--- src/rtl/perm_guard_pkg.sv ---
package perm_guard_pkg;

    // register slots (word index within the config port) beyond the permission words
    localparam int unsigned SLOT_STATUS  = 4;
    localparam int unsigned SLOT_CAPADDR = 5;

    // enables per region
    localparam int unsigned NIB_W = 4;

    // position of the enable inside a region nibble: kernel above user, write above read
    function automatic logic [1:0] enable_pos(input logic is_write, input logic is_user);
        return {~is_user, is_write};
    endfunction

endpackage

--- src/rtl/perm_table.sv ---
module perm_table #(
    parameter int unsigned NUM_WORDS = 4,
    parameter int unsigned DATA_W    = 32,
    localparam int unsigned WSEL_W   = (NUM_WORDS > 1) ? $clog2(NUM_WORDS) : 1
) (
    input  logic                              clk,
    input  logic                              rst_n,
    input  logic                              wr_en,
    input  logic [WSEL_W-1:0]                 wr_sel,
    input  logic [DATA_W-1:0]                 wr_data,
    output logic [NUM_WORDS-1:0][DATA_W-1:0]  words
);

    typedef struct packed {
        logic [NUM_WORDS-1:0][DATA_W-1:0] words;
    } table_t;

    table_t st_d, st_q;

    always_comb begin
        st_d = st_q;
        if (wr_en) begin
            st_d.words[wr_sel] = wr_data;
        end
    end

    // every enable starts open so the window is unrestricted until loaded
    always_ff @(posedge clk or negedge rst_n) begin
        if (!rst_n) begin
            st_q <= '1;
        end else begin
            st_q <= st_d;
        end
    end

    assign words = st_q.words;

endmodule

--- src/rtl/perm_lookup.sv ---
module perm_lookup
    import perm_guard_pkg::*;
#(
    parameter int unsigned              ADDR_W       = 32,
    parameter logic [ADDR_W-1:0]        WIN_BASE     = 32'h0800_0000,
    parameter int unsigned              REGION_SHIFT = 18,
    parameter int unsigned              NUM_WORDS    = 4,
    parameter int unsigned              NIB_PER_WORD = 8,
    localparam int unsigned             DATA_W       = NIB_PER_WORD * NIB_W
) (
    input  logic [NUM_WORDS-1:0][DATA_W-1:0] words,
    input  logic [ADDR_W-1:0]                acc_addr,
    input  logic                             acc_write,
    input  logic                             acc_user,
    output logic                             allow
);

    localparam int unsigned REGIONS = NUM_WORDS * NIB_PER_WORD;
    localparam int unsigned WSEL_W  = (NUM_WORDS > 1) ? $clog2(NUM_WORDS) : 1;
    localparam int unsigned NSEL_W  = (NIB_PER_WORD > 1) ? $clog2(NIB_PER_WORD) : 1;
    localparam int unsigned IDX_W   = WSEL_W + NSEL_W;
    localparam logic [ADDR_W-1:0] WIN_SPAN = ADDR_W'(REGIONS) << REGION_SHIFT;

    logic [ADDR_W-1:0]               offset;
    logic                            in_window;
    logic [IDX_W-1:0]                idx;
    logic [WSEL_W-1:0]               wsel;
    logic [NSEL_W-1:0]               nsel;
    logic [NUM_WORDS-1:0][NIB_W-1:0] word_nib;
    logic [NIB_W-1:0]                sel_nib;
    logic                            en_bit;

    // a single subtract-and-compare tolerates any base, aligned or not
    assign offset    = acc_addr - WIN_BASE;
    assign in_window = offset < WIN_SPAN;
    assign idx       = offset[REGION_SHIFT +: IDX_W];
    assign wsel      = idx[IDX_W-1 -: WSEL_W];
    assign nsel      = idx[NSEL_W-1:0];

    // nibble select runs in parallel across all words, word select follows
    for (genvar g = 0; g < NUM_WORDS; g++) begin : g_word
        assign word_nib[g] = words[g][{nsel, 2'b00} +: NIB_W];
    end

    assign sel_nib = word_nib[wsel];
    assign en_bit  = sel_nib[enable_pos(acc_write, acc_user)];
    assign allow   = !in_window || en_bit;

endmodule

--- src/rtl/viol_latch.sv ---
module viol_latch #(
    parameter int unsigned ADDR_W = 32
) (
    input  logic              clk,
    input  logic              rst_n,
    input  logic              deny,
    input  logic [ADDR_W-1:0] acc_addr,
    input  logic              acc_write,
    input  logic              acc_user,
    input  logic              clr,
    output logic              flag,
    output logic [ADDR_W-1:0] cap_addr,
    output logic              cap_write,
    output logic              cap_user
);

    typedef struct packed {
        logic              flag;
        logic [ADDR_W-1:0] addr;
        logic              write;
        logic              user;
    } rec_t;

    rec_t st_d, st_q;

    always_comb begin
        st_d = st_q;
        if (st_q.flag) begin
            // record frozen; only software can reopen it
            if (clr) begin
                st_d.flag = 1'b0;
            end
        end else if (deny) begin
            st_d.flag  = 1'b1;
            st_d.addr  = acc_addr;
            st_d.write = acc_write;
            st_d.user  = acc_user;
        end
    end

    always_ff @(posedge clk or negedge rst_n) begin
        if (!rst_n) begin
            st_q <= '0;
        end else begin
            st_q <= st_d;
        end
    end

    assign flag      = st_q.flag;
    assign cap_addr  = st_q.addr;
    assign cap_write = st_q.write;
    assign cap_user  = st_q.user;

endmodule

--- src/rtl/region_perm_guard.sv ---
module region_perm_guard
    import perm_guard_pkg::*;
#(
    parameter int unsigned        ADDR_W       = 32,
    parameter logic [ADDR_W-1:0]  WIN_BASE     = 32'h0800_0000,
    parameter int unsigned        REGION_SHIFT = 18,
    parameter int unsigned        NUM_WORDS    = 4,
    parameter int unsigned        NIB_PER_WORD = 8,
    parameter int unsigned        CFG_AW       = 5,
    localparam int unsigned       DATA_W       = NIB_PER_WORD * NIB_W
) (
    input  logic              clk,
    input  logic              rst_n,
    input  logic              cfg_wr_en,
    input  logic [CFG_AW-1:0] cfg_addr,
    input  logic [DATA_W-1:0] cfg_wdata,
    output logic [DATA_W-1:0] cfg_rdata,
    input  logic              acc_valid,
    input  logic [ADDR_W-1:0] acc_addr,
    input  logic              acc_write,
    input  logic              acc_user,
    output logic              acc_allow,
    output logic              viol_flag
);

    localparam int unsigned WSEL_W = (NUM_WORDS > 1) ? $clog2(NUM_WORDS) : 1;
    localparam int unsigned SLOT_W = CFG_AW - 2;

    logic [SLOT_W-1:0]               slot;
    logic                            aligned;
    logic                            perm_wr;
    logic                            flag_clr;
    logic [NUM_WORDS-1:0][DATA_W-1:0] perm_words;
    logic                            deny;
    logic [ADDR_W-1:0]               cap_addr;
    logic                            cap_write;
    logic                            cap_user;

    // register port decode
    assign slot     = cfg_addr[CFG_AW-1:2];
    assign aligned  = (cfg_addr[1:0] == 2'b00);
    assign perm_wr  = cfg_wr_en && aligned && (slot < SLOT_W'(NUM_WORDS));
    assign flag_clr = cfg_wr_en && aligned && (slot == SLOT_W'(SLOT_STATUS)) && cfg_wdata[0];

    perm_table #(
        .NUM_WORDS (NUM_WORDS),
        .DATA_W    (DATA_W)
    ) i_table (
        .clk     (clk),
        .rst_n   (rst_n),
        .wr_en   (perm_wr),
        .wr_sel  (slot[WSEL_W-1:0]),
        .wr_data (cfg_wdata),
        .words   (perm_words)
    );

    perm_lookup #(
        .ADDR_W       (ADDR_W),
        .WIN_BASE     (WIN_BASE),
        .REGION_SHIFT (REGION_SHIFT),
        .NUM_WORDS    (NUM_WORDS),
        .NIB_PER_WORD (NIB_PER_WORD)
    ) i_lookup (
        .words     (perm_words),
        .acc_addr  (acc_addr),
        .acc_write (acc_write),
        .acc_user  (acc_user),
        .allow     (acc_allow)
    );

    assign deny = acc_valid && !acc_allow;

    viol_latch #(
        .ADDR_W (ADDR_W)
    ) i_viol (
        .clk       (clk),
        .rst_n     (rst_n),
        .deny      (deny),
        .acc_addr  (acc_addr),
        .acc_write (acc_write),
        .acc_user  (acc_user),
        .clr       (flag_clr),
        .flag      (viol_flag),
        .cap_addr  (cap_addr),
        .cap_write (cap_write),
        .cap_user  (cap_user)
    );

    // register readback
    always_comb begin
        cfg_rdata = '0;
        if (aligned) begin
            if (slot < SLOT_W'(NUM_WORDS)) begin
                cfg_rdata = perm_words[slot[WSEL_W-1:0]];
            end else if (slot == SLOT_W'(SLOT_STATUS)) begin
                cfg_rdata = {{(DATA_W-3){1'b0}}, cap_user, cap_write, viol_flag};
            end else if (slot == SLOT_W'(SLOT_CAPADDR)) begin
                cfg_rdata = DATA_W'(cap_addr);
            end
        end
    end

endmodule

--- config.mk ---
export PLATFORM = sky130hd
export DESIGN_NAME = region_perm_guard
export DESIGN_NICKNAME = d
export VERILOG_FILES = /design/src/rtl/perm_guard_pkg.sv /design/src/rtl/perm_table.sv /design/src/rtl/perm_lookup.sv /design/src/rtl/viol_latch.sv /design/src/rtl/region_perm_guard.sv
export SDC_FILE = /design/constraint.sdc
export NUM_CORES = 1
export LEC_CHECK = 0
export ABC_AREA = 1
export BUFFER_PORTS_ARGS = -buffer_cell sky130_fd_sc_hd__clkbuf_2
export CAP_MARGIN = 25
export CELL_PAD_IN_SITES_DETAIL_PLACEMENT = 1
export CELL_PAD_IN_SITES_GLOBAL_PLACEMENT = 2
export CORE_MARGIN = 3
export CORE_UTILIZATION = 36
export CTS_CLUSTER_DIAMETER = 60
export DETAILED_ROUTE_END_ITERATION = 8
export PLACE_DENSITY_LB_ADDON = 0.1
export SLEW_MARGIN = 20
export SYNTH_ARGS = -nofsm -noshare
export SYNTH_HDL_FRONTEND = slang
export SYNTH_HIERARCHICAL = 1
export SYNTH_SLANG_ARGS = --single-unit
--- constraint.sdc ---
create_clock -name clk -period 2.93 [get_ports clk]
set_clock_uncertainty 0.2 [all_clocks]
set_input_delay 0.586 -clock clk [delete_from_list [all_inputs] [get_ports clk]]
set_output_delay 0.586 -clock clk [all_outputs]
set_load 0.05 [all_outputs]
==> reports/results.ini <==
[status]
status=complete, no violations

[global_routing]
overflow=0
grt_antenna_before_repair=0
track_usage_pct=27.5
grt_max_degree=59
grt_pass1_vias=10595
grt_pass1_wl_mm=64.7

[synthesis]
synth_top_cell_by_area=dfstp_2
synth_top_area_share_pct=33.3
synth_edf_count=0
yosys_warnings=6
ys_seq_area_share_pct=42.0
syn_inst=1490
syn-num-nets=1566
synth_area_leaders=dfstp_2 33%, nand2_1 28%, nand3_1 11%, dfrtp_1 8.7%, nand4_1 5.9%
async_flop_share_pct=100
ys_types=28
synthFlopType=dfstp_2
syn-cell-area_sq_um=10100
synth_area_per_cell_sq_um=6.78
synth-seq-cells=163

[critical_path]
cp_slowest_stage_delay_ns=0.17
r2r_cells=15
worstPathRequired_ns=2.14
crit_slowest_cell=buf_12
startpoint_type=primary input
end_kind=output pin
crit_type=in -> out
cp_common_cell=nand3_1
cp_cell_sequence=buf_6, buf_8, buf_12, nand2_1, nand3_1, nand3_1, nand2_1, nand2_1, nand3_1, nand3_1, nand3_1, nand2_2, nand2_4, buf_12
path_max_fanout=15
worstPathArrival_ns=2.05

[clock_tree]
clk_pin_slew_ns=0.07
cts_max_level=4
cts_sinks=163
clk_path_buf_depth=2
clock-root-buffer=clkbuf_16
clock_latency_ns=0.44
cts_tree=done
cts_buffers=17

[die]
die_area_sq_um=30100
core_sq_um=27300
chipWidth_um=173
dieHeight_um=173
rows=60
io_pins=109
start_util_pct=37.1

[job]
max_cap_violations=0

[finish]
fill_cells=3483
multi_input_area_sq_um=5060
fin_nets=1653
fin_util_pct=46.1
drive_gt1_share_pct=25.1
seq_area_sq_um=4240
diodes=0
area.growth.synth_to_final_pct=24.4

[power_and_ir_drop]
power_frac_seq_pct=45.6
leakage_uw=0.00611
switchingPower_uw=2380
power.density_nw_per_um2=558
power.share.clock_pct=31.7
intPower_uw=4620
switching_share_pct=34.0
p_comb_share_pct=22.7
ir_drop_v=0.000332

[placed_design]
hpwl_mm=28.1
port_buffers=108
place_congestion=0.881

[route]
vias=10650
routed_wl_mm=41.8
avgViaCountPerCell=5.43
drc=0
drt_pass1_iterations=7
drt_iter0_markers=845
wl_per_cell_um=21.3
ant_nets=0

[sta]
max_clock_freq_ghz=0.352
finalHoldViolCount=0
setup_viol=0
max_slew_margin_pct=66.0
finalWorstPathRequiredPeriod_ns=2.84
tightestPinTransition_ns=0.505
holdWs_ns=0.179
finalCritPeriodShare_pct=96.9
slew_viol_final=0

[hold_path]
hp-class=in -> reg
whs_path_depth=3

[critical path: cells and delay by family]
family	cells	cell delay [ns]
buffers and inverters	4	0.58
AND/OR/NAND/NOR	10	0.86
[registers in the layout, indices dropped and copies added, names as in the netlist]
name	flops
i_viol/cap_user	1
i_viol/flag	1
i_viol/cap_write	1
i_viol/cap_addr	32
i_table/words	128
[synthesized netlist by cell type, types with 4 or more instances]
master,number
buf_2,63
a21oi_1,26
nand2_2,4
buf_4,12
inv_2,4
nand4_1,96
nand3_1,228
dfstp_2,128
clkbuf_1,21
inv_1,74
nand2_1,744
buf_6,15
dfrtp_1,35
nor2_1,22
[what timing repair did]
| item | CTS | global route |
|---|---|---|
| cloned | 1 | 3 |
| hold buffers | 1 | 0 |
| pin swaps | 2 | 11 |
| buffers inserted | 1 | 5 |
| resized for setup | 10 | 53 |
| setup endpoints to repair | 1 | 1 |
| hold endpoints to repair | 35 | 0 |
[routing by layer]
metal | GRT usage [%] | part of all wire (%)
met5 | 0 | 0
met4 | 5.68 | 1.4
met3 | 4.49 | 6.9
met2 | 41.7 | 44
met1 | 41.3 | 47
[kinds of logic (layout without fill, tap and decap cells)]
family                     count (synthesis)  in the layout  synth area share, %
and+or+nand+nor                         1104           1104                 46.8
buffers and inverters                    194            294                 9.64
DFF                                      163            163                 42.0
AOI/OAI and AO/OA                         27             27                 1.34
adders and majority gates                  1              1                0.124
xor gates and xnor gates                   1              1               0.0867
[metrics by stage]
stage	instances	worst slack, ns	cell area, sq um	setup TNS [ns]	power, uW
floorplan	1490	0.146	10100	0	4010
global placement	1919	-0.194	11600	-6.30	4680
detailed placement	1919	-0.239	11600	-7.79	4720
CTS	1954	0.00784	12200	0	6980
global route	1962	-0.0169	12600	-0.0169	7380
finish	1962	0.0923	12600	0	7000
[power by group through the flow]
stage	Combinational (uW)	Sequential, uW	Clock, uW
2_1_floorplan	951	3060	0
3_3_place_gp	1470	3210	0
3_5_place_dp	1510	3210	0
4_1_cts	1530	3180	2270
5_1_grt	1780	3240	2360
6_report	1590	3200	2220
[final cells by class]
class	count	area share [%]
flip-flops and latches	163	33.8
clock inverters	12	0.837
inverters	80	2.60
repair buffers	182	15.2
multi-input cells	1133	40.3
clock buffers	20	3.64
well taps	372	3.71
[layout by cell type (no fill, tap or decap), types with 17 or more instances in the layout]
cell	synthesis	routed
a21oi_1	26	26
nand3_1	228	203
dfrtp_1	35	35
nor2_1	22	20
nand2_1	744	730
clkbuf_16	0	20
buf_12	0	49
buf_4	12	51
nand4_1	96	96
nand2_2	4	17
dfstp_2	128	128
nand3_2	0	25
inv_1	74	73
clkbuf_2	1	70
[final timing paths]
check	start	to	slack (ns)
setup reg to reg	i_table/words[94]	i_viol/cap_addr[0]	0.44
setup / recovery	acc_addr[18]	acc_allow	0.09
min in group asynchronous	rst_n	i_viol/cap_addr[10]	0.47
hold reg to reg	i_table/words[36]	i_table/words[36]	0.28
hold / removal	acc_addr[10]	i_viol/cap_addr[10]	0.18
max in group asynchronous	rst_n	i_table/words[46]	1.26
Note: power is estimated with default switching activity, not from simulation.
